### src/rtl/irc_pkg.sv
package irc_pkg;
  localparam int unsigned CNT_W  = 16;
  localparam int unsigned WORD_W = 2 * CNT_W;

  typedef enum logic [1:0] {
    SRC_SYS   = 2'd0,
    SRC_XTAL3 = 2'd1,
    SRC_1US   = 2'd2,
    SRC_10US  = 2'd3
  } src_sel_e;

  typedef enum logic {
    PH_HIGH = 1'b1,
    PH_LOW  = 1'b0
  } phase_e;
endpackage

### src/rtl/irc_tick_sel.sv
module irc_tick_sel
  import irc_pkg::*;
(
  input  logic [1:0] src_sel_i,
  input  logic       tick_xtal3_i,
  input  logic       tick_1us_i,
  input  logic       tick_10us_i,
  output logic       tick_o
);
  always_comb begin
    unique case (src_sel_e'(src_sel_i))
      SRC_SYS:   tick_o = 1'b1;
      SRC_XTAL3: tick_o = tick_xtal3_i;
      SRC_1US:   tick_o = tick_1us_i;
      SRC_10US:  tick_o = tick_10us_i;
      default:   tick_o = 1'b0;
    endcase
  end
endmodule

### src/rtl/irc_phase_ctr.sv
module irc_phase_ctr
  import irc_pkg::*;
#(
  parameter int unsigned CW = CNT_W
) (
  input  logic          clk_i,
  input  logic          rst_ni,
  input  logic          en_i,
  input  logic          tick_i,
  input  logic [CW-1:0] hi_lim_i,
  input  logic [CW-1:0] lo_lim_i,
  output logic          run_o,
  output logic          high_o,
  output logic          wrap_o
);
  logic          run_q;
  phase_e        phase_q;
  logic [CW-1:0] cnt_q, hi_q, lo_q;
  logic          last_hi, last_lo;

  assign last_hi = (phase_q == PH_HIGH) && (cnt_q == hi_q);
  assign last_lo = (phase_q == PH_LOW)  && (cnt_q == lo_q);

  always_ff @(posedge clk_i or negedge rst_ni) begin
    if (!rst_ni) begin
      run_q   <= 1'b0;
      phase_q <= PH_HIGH;
      cnt_q   <= '0;
      hi_q    <= '0;
      lo_q    <= '0;
    end else if (!en_i) begin
      run_q   <= 1'b0;
      phase_q <= PH_HIGH;
      cnt_q   <= '0;
    end else if (!run_q) begin
      // first enabled cycle: latch limits, start high phase
      run_q   <= 1'b1;
      phase_q <= PH_HIGH;
      cnt_q   <= '0;
      hi_q    <= hi_lim_i;
      lo_q    <= lo_lim_i;
    end else if (tick_i) begin
      if (last_hi) begin
        phase_q <= PH_LOW;
        cnt_q   <= '0;
      end else if (last_lo) begin
        // period boundary: only place new limits are taken
        phase_q <= PH_HIGH;
        cnt_q   <= '0;
        hi_q    <= hi_lim_i;
        lo_q    <= lo_lim_i;
      end else begin
        cnt_q <= cnt_q + 1'b1;
      end
    end
  end

  assign run_o  = run_q;
  assign high_o = (phase_q == PH_HIGH);
  assign wrap_o = run_q && en_i && tick_i && last_lo;
endmodule

### src/rtl/irc_carrier_gen.sv
module irc_carrier_gen
  import irc_pkg::*;
(
  input  logic              clk_i,
  input  logic              rst_ni,
  input  logic [1:0]        src_sel_i,
  input  logic              tick_xtal3_i,
  input  logic              tick_1us_i,
  input  logic              tick_10us_i,
  input  logic [WORD_W-1:0] count_word_i,
  input  logic              enable_i,
  input  logic              init_high_i,
  output logic              carrier_o,
  output logic              period_end_o
);
  logic tick, run, high;

  irc_tick_sel u_tick_sel (
    .src_sel_i    (src_sel_i),
    .tick_xtal3_i (tick_xtal3_i),
    .tick_1us_i   (tick_1us_i),
    .tick_10us_i  (tick_10us_i),
    .tick_o       (tick)
  );

  irc_phase_ctr #(.CW(CNT_W)) u_phase_ctr (
    .clk_i    (clk_i),
    .rst_ni   (rst_ni),
    .en_i     (enable_i),
    .tick_i   (tick),
    .hi_lim_i (count_word_i[WORD_W-1:CNT_W]),
    .lo_lim_i (count_word_i[CNT_W-1:0]),
    .run_o    (run),
    .high_o   (high),
    .wrap_o   (period_end_o)
  );

  assign carrier_o = run ? high : init_high_i;
endmodule

### config.mk
export PLATFORM = sky130hd
export DESIGN_NAME = irc_carrier_gen
export DESIGN_NICKNAME = d
export VERILOG_FILES = /design/src/rtl/irc_pkg.sv /design/src/rtl/irc_tick_sel.sv /design/src/rtl/irc_phase_ctr.sv /design/src/rtl/irc_carrier_gen.sv
export SDC_FILE = /design/constraint.sdc
export NUM_CORES = 1
export LEC_CHECK = 0
export ABC_CLOCK_PERIOD_IN_PS = 2100
export BUFFER_PORTS_ARGS = -buffer_cell sky130_fd_sc_hd__buf_4
export CORE_MARGIN = 2
export CORE_UTILIZATION = 25
export DETAILED_ROUTE_END_ITERATION = 6
export PLACE_DENSITY = 0.44
export SLEW_MARGIN = 25
export SYNTH_ARGS = -nofsm -noshare
export SYNTH_HDL_FRONTEND = slang
export SYNTH_HIERARCHICAL = 1
export SYNTH_SLANG_ARGS = --single-unit
### constraint.sdc
create_clock -name clk_i -period 2.1 [get_ports clk_i]
set_input_delay 0.42 -clock clk_i [delete_from_list [all_inputs] [get_ports clk_i]]
set_output_delay 0.42 -clock clk_i [all_outputs]
set_load 0.02 [all_outputs]
After elaboration in Yosys (flattened, before gate mapping)
Cells that the tools add are included.
{ "classes": {"add_sub_neg": 1, "multipliers": 0, "n_div": 0, "order_cmp": 0, "eq_ne": 10, "n_shift": 0, "muxes": 21, "bitwise": 1, "reduce_logical": 8} }
{ "ops": {"columns": ["cell", "n"], "rows": [
  ["16-bit 2-to-1 mux", 13],
  ["16-bit equality test", 2],
  ["16-bit by 1-bit adder with 16-bit output, second input constant", 1],
  ["1-bit 2-to-1 mux", 7],
  ["1-bit logical AND", 5],
  ["2-bit equality test, second input constant", 2],
  ["2-bit != test, second input constant", 2],
  ["4-bit != test, second input constant", 1],
  ["1-bit one-hot mux with 4 select lines", 1],
  ["4-bit AND reduction", 1],
  ["3-bit by 2-bit != test with 1-bit output, second input constant", 1],
  ["2-bit by 1-bit equality test with 1-bit output, second input constant", 1],
  ["2-bit logical NOT", 1],
  ["2-bit by 1-bit != test with 1-bit output, second input constant", 1],
  ["2-bit AND reduction", 1],
  ["1-bit inverter", 1]
]} }
{ "word_totals": {"regBits": 50, "latch_bits": 0, "ram_bits": 0, "romBits": 0, "input_bits": 41, "out_inout_bits": 2, "wordCells": 46, "n_memories": 0} }

Longest topological paths before layout
{ "depth": {"word_depth": 7, "ltp_mapped": 8, "ltp_nobuf": 7} }

Hierarchy
The synthesis kept the hierarchy.
{ "by_module_without_submodules": {"columns": ["mod", "instances", "cells_per_inst", "area_per_inst_um2", "seq_area_each_um2"], "rows": [
  ["irc_phase_ctr", 1, 208, 2612.5, 1252.5],
  ["irc_tick_sel", 1, 3, 27.5, 0.0],
  ["irc_carrier_gen", 1, 1, 15.0, 0.0]
]} }

Least setup slack after synthesis
Ideal clock, no wire load.
{ "synth_timing": {"kind": "register to register", "from": "register u_phase_ctr.cnt_q[2]", "to": "register u_phase_ctr.hi_q[0]", "arrival_time_ns": 1.909, "t_required_ns": 1.975, "path_slack_ns": 0.066, "path_stages_with_launch": 9, "n_path_buf": 2, "synth_period_minus_slack_ns": 2.034, "path_cell_list": "dfrtp_1 > buf_6 > xnor2_1 > nand4_1 > a2111oi_2 > nand4_2 > a21bo_4 > buf_12 > mux2_4"} }
{ "synth_between": {"elab_chain_len": 4, "elab_cells_between_ends": 7} }
{ "synth_rtl": {"columns": ["item", "line", "rtl"], "rows": [
  ["from (decl)", "irc_phase_ctr.sv:18", "logic [CW-1:0] cnt_q, hi_q, lo_q;"],
  ["from (signal assigned)", "irc_phase_ctr.sv:53", "cnt_q <= cnt_q + 1'b1;"],
  ["16-bit equality test, on equally long branches", "irc_phase_ctr.sv:21, irc_phase_ctr.sv:22", null],
  ["1-bit logical AND, on equally long branches", "irc_phase_ctr.sv:21, irc_phase_ctr.sv:22", null],
  ["2-bit != test (no source line)", null, null],
  ["4-bit AND reduction (no source line) (*)", null, null],
  ["to (signal assigned)", "irc_phase_ctr.sv:40", "hi_q <= hi_lim_i;"],
  ["to (signal assigned)", "irc_phase_ctr.sv:50", "hi_q <= hi_lim_i;"],
  ["to (decl)", "irc_phase_ctr.sv:18", null]
]} }
Every way passes the cells marked *; elsewhere a longest branch is shown, timed or not.
A chain may end at the register's enable or synchronous reset.

Final worst setup path
{ "layout_timing": {"from": "register u_phase_ctr.lo_q[1]", "to": "output period_end_o"} }
{ "layout_between": {"elab_chain_len": 3} }
{ "layout_rtl": {"columns": ["item", "line", "rtl"], "rows": [
  ["from (decl)", "irc_phase_ctr.sv:18", null],
  ["from (signal assigned)", "irc_phase_ctr.sv:41", "lo_q <= lo_lim_i;"],
  ["from (signal assigned)", "irc_phase_ctr.sv:51", "lo_q <= lo_lim_i;"],
  ["16-bit equality test", "irc_phase_ctr.sv:22", "assign last_lo = (phase_q == PH_LOW) && (cnt_q == lo_q);"],
  ["1-bit logical AND", "irc_phase_ctr.sv:22", null],
  ["1-bit logical AND", "irc_phase_ctr.sv:60", "assign wrap_o = run_q && en_i && tick_i && last_lo;"],
  ["to (decl)", "irc_carrier_gen.sv:14", "output logic period_end_o"]
]} }
Every way passes these cells.

==> results.cfg <==
[worst_setup_path]
cp_slowest_cell = dfrtp_1
rr_worst_depth = 7
reg2reg_slack_ns = -0.02
cp_cell_sequence = xor2_1, nor3_1, nand4_2, buf_6, nor2_4, buf_6
r2r-end = u_phase_ctr/hi_q[4]
worstSetupStartpointType = flip-flop
crit_path_end_kind = primary output
crit_top_cell = buf_6
critPathMaxFanout = 3
cp-startpoint = u_phase_ctr/lo_q[1]
timing.rr.start = u_phase_ctr/lo_q[1]
critPathRequiredTime_ns = 1.68
cpPeakStageDelay_ns = 0.41
worstSetupPathType = flip-flop to primary output
worstPathArrival_ns = 1.79

[synth]
yosys-top-cells-count = dfrtp_1 (49), mux2_4 (31), xnor2_1 (26), nor2_1 (18), xor2_1 (18)
synth_seq_area_share_pct = 47.17
synth_top_area_share_pct = 46.18
synth-xor-area-share_pct = 14.51
avgSynthCellArea_um2 = 12.52
yosysMostFrequentCell = dfrtp_1
async_flop_share_pct = 100.0
synth-simple-area-share_pct = 11.59
synth_fa_ha_area_share_pct = 0.4713
yosys_warnings = 6
ys_ff_latch = 50
yosysUniqueCellTypes = 31
synthCells = 212
syn-cell-area_um2 = 2655
synth_top_family_by_area = multiplexers
synth_top_area_cell = dfrtp_1
synth_compound_area_share_pct = 3.016
synth_edf_count = 0
synthMuxAreaShare_pct = 18.76
ys.flop_type = dfrtp_1
ys_top_cells_by_area = dfrtp_1 (46%), mux2_4 (18%), xnor2_1 (8.6%)
synth_fp_nets = 254

[timing]
drv_slew = 0
min_period_ns = 2.210
finalHoldViolCount = 0
fin_skew_ns = 0.007882
worst_pin_slew_ns = 0.6343
max-slew-margin-rel_pct = 57.72
setup-violations-final = 28
max_freq_mhz = 452.6
rsz0062_at_grt = yes
min_period_over_period_pct = 105.2
hold-worst-slack_ns = 0.1340
setup_slack_ns = -0.1097
setup_tns_ns = -0.3875

[clock_tree]
clock_latency_ns = 0.30
hold_buffers = 0
cts_root_buf = clkbuf_8
cts.sink_count = 50
clock_path_buffers = 2
cts_tree = yes
clkTransAtPathRegs_ns = 0.09
htreeDepth = 2
cts_made_buffers = 5

[finish]
nets = 318
antenna_cells = 0
area_delta_synth_final_pct = 28.70
num-fill-cells = 1028
stdcell_area_um2 = 3417
utilization_pct = 33.10
drive_gt1_share_pct = 42.03

[floorplan]
fp.dieH_um = 107.1
num_rows = 37
coreArea_um2 = 10320
initial_core_util_pct = 25.72
die_area_um2 = 11460
die_w_um = 107.1
ios = 43

[route]
drtIter0Drc = 44
ant_nets = 0
drc = 0
wl_um = 5722
routedWlPerCell_um = 13.89
via_per_inst = 4.201
drt_first_pass_iters = 4
vias = 1731

[place]
pre_cts_ws_ns = 0.06992
port_buffers = 42
globalplace.congestion = 0.7855
dp_hpwl_um = 4324
postPlaceCellArea_um2 = 3247

[outcome]
violations = negative setup slack
status = finished with violations

[pwr]
p_leak_nw = 1.594
irDropWorstVdd_mv = 0.2435
p_per_area_nw_per_um2 = 646.0

[global_routing]
overflow = 0
antenna_found_initial = 0
track_usage_pct = 10.87
grt_pass1_vias = 1916
grt_start_max_net_pins = 51
grt_pass1_wl_um = 9729

[hold_path]
hp-class = input pin to asynchronous set/reset pin

[run]
cap_violations = 0
how the worst max path moves through the flow:
stage | to | slack, ns | cells after the start
6_report | period_end_o | -0.11 | 6
5_1_grt | period_end_o | -0.25 | 7
4_1_cts | period_end_o | -0.18 | 7
3_5_place_dp | u_phase_ctr/hi_q[7] | 0.07 | 8
3_3_place_gp | u_phase_ctr/hi_q[14] | 0.09 | 8
2_1_floorplan | u_phase_ctr/hi_q[0] | 0.07 | 8
critical path: cells and delay by family, from the launching register on:
kind | cells | cell delay [ns]
xor+xnor | 1 | 0.17
simple gates | 3 | 0.63
flops | 1 | 0.41
buf+inv | 2 | 0.29
cell type report:
cell class,count,area [um^2],area share (%)
multi-input cells,148,1311,38.37
clock buffers,6,82.58,2.417
clock inverters,1,30.03,0.8788
well taps,136,170.2,4.980
flip-flops and latches,50,1252,36.65
repair buffers,69,563.0,16.48
inverters,2,7.507,0.2197
power breakdown:
group | internal (W) | switching [W] | leakage, nW
logic | 0.000255 | 0.000129 | 0.916
registers | 0.00106 | 0.0000769 | 0.620
clock network | 0.000381 | 0.000309 | 0.0573
per-layer routing:
| metal | GRT usage [%] | vias up | routed length, um | share of wire [%] |
|---|---|---|---|---|
| met2 | 17.86 | 33 | 2746 | 48 |
| met3 | 2.371 | 7 | 226 | 3.9 |
| li1 | - | 854 | - | - |
| met1 | 14.25 | 837 | 2673 | 47 |
| met5 | 0 | - | 0 | 0 |
| met4 | 3.340 | 0 | 76 | 1.3 |
registers in the layout, indices dropped and copies added, names as in the netlist:
name,flops
u_phase_ctr/cnt_q,16
u_phase_ctr/hi_q,16
u_phase_ctr/lo_q,16
u_phase_ctr/high_o,1
u_phase_ctr/run_o,1
cell usage in the layout (no fill, tap or decap), drive strengths merged, types with 2 or more instances in the layout:
cell type and count:
nand2 12, a21oi 4, and4 2, nand3 6, buf 69, dfrtp 49, nand4 14, xor2 18
mux2 33, nor3 2, clkbuf 6, inv 2, and3 2, nor2 18, xnor2 26
through the flow:
| stage | power [W] | std cells |
|---|---|---|
| 2_1_floorplan | 0.001396 | 212 |
| 3_3_place_gp | 0.001535 | 402 |
| 3_5_place_dp | 0.001535 | 402 |
| 4_1_cts | 0.002242 | 409 |
| 5_1_grt | 0.002333 | 412 |
| 6_report | 0.002207 | 412 |
cells by family (layout without fill, tap and decap cells):
| kind of cell | count (synthesis) | after routing |
|---|---|---|
| AND/OR/NAND/NOR | 60 | 60 |
| flip-flops | 50 | 50 |
| XOR/XNOR | 44 | 44 |
| multiplexers | 34 | 34 |
| buffers and inverters | 14 | 78 |
| AO/OA/AOI/OAI | 9 | 9 |
| adder cells (fa/ha/maj) | 1 | 1 |
repair_timing:
action,CTS,global route
endpoints found under the setup margin,1,32
resized for setup,3,3
buffers inserted,0,3
hold endpoints to repair,0,0
No activity file was read; power rests on OpenSTA's default activity.
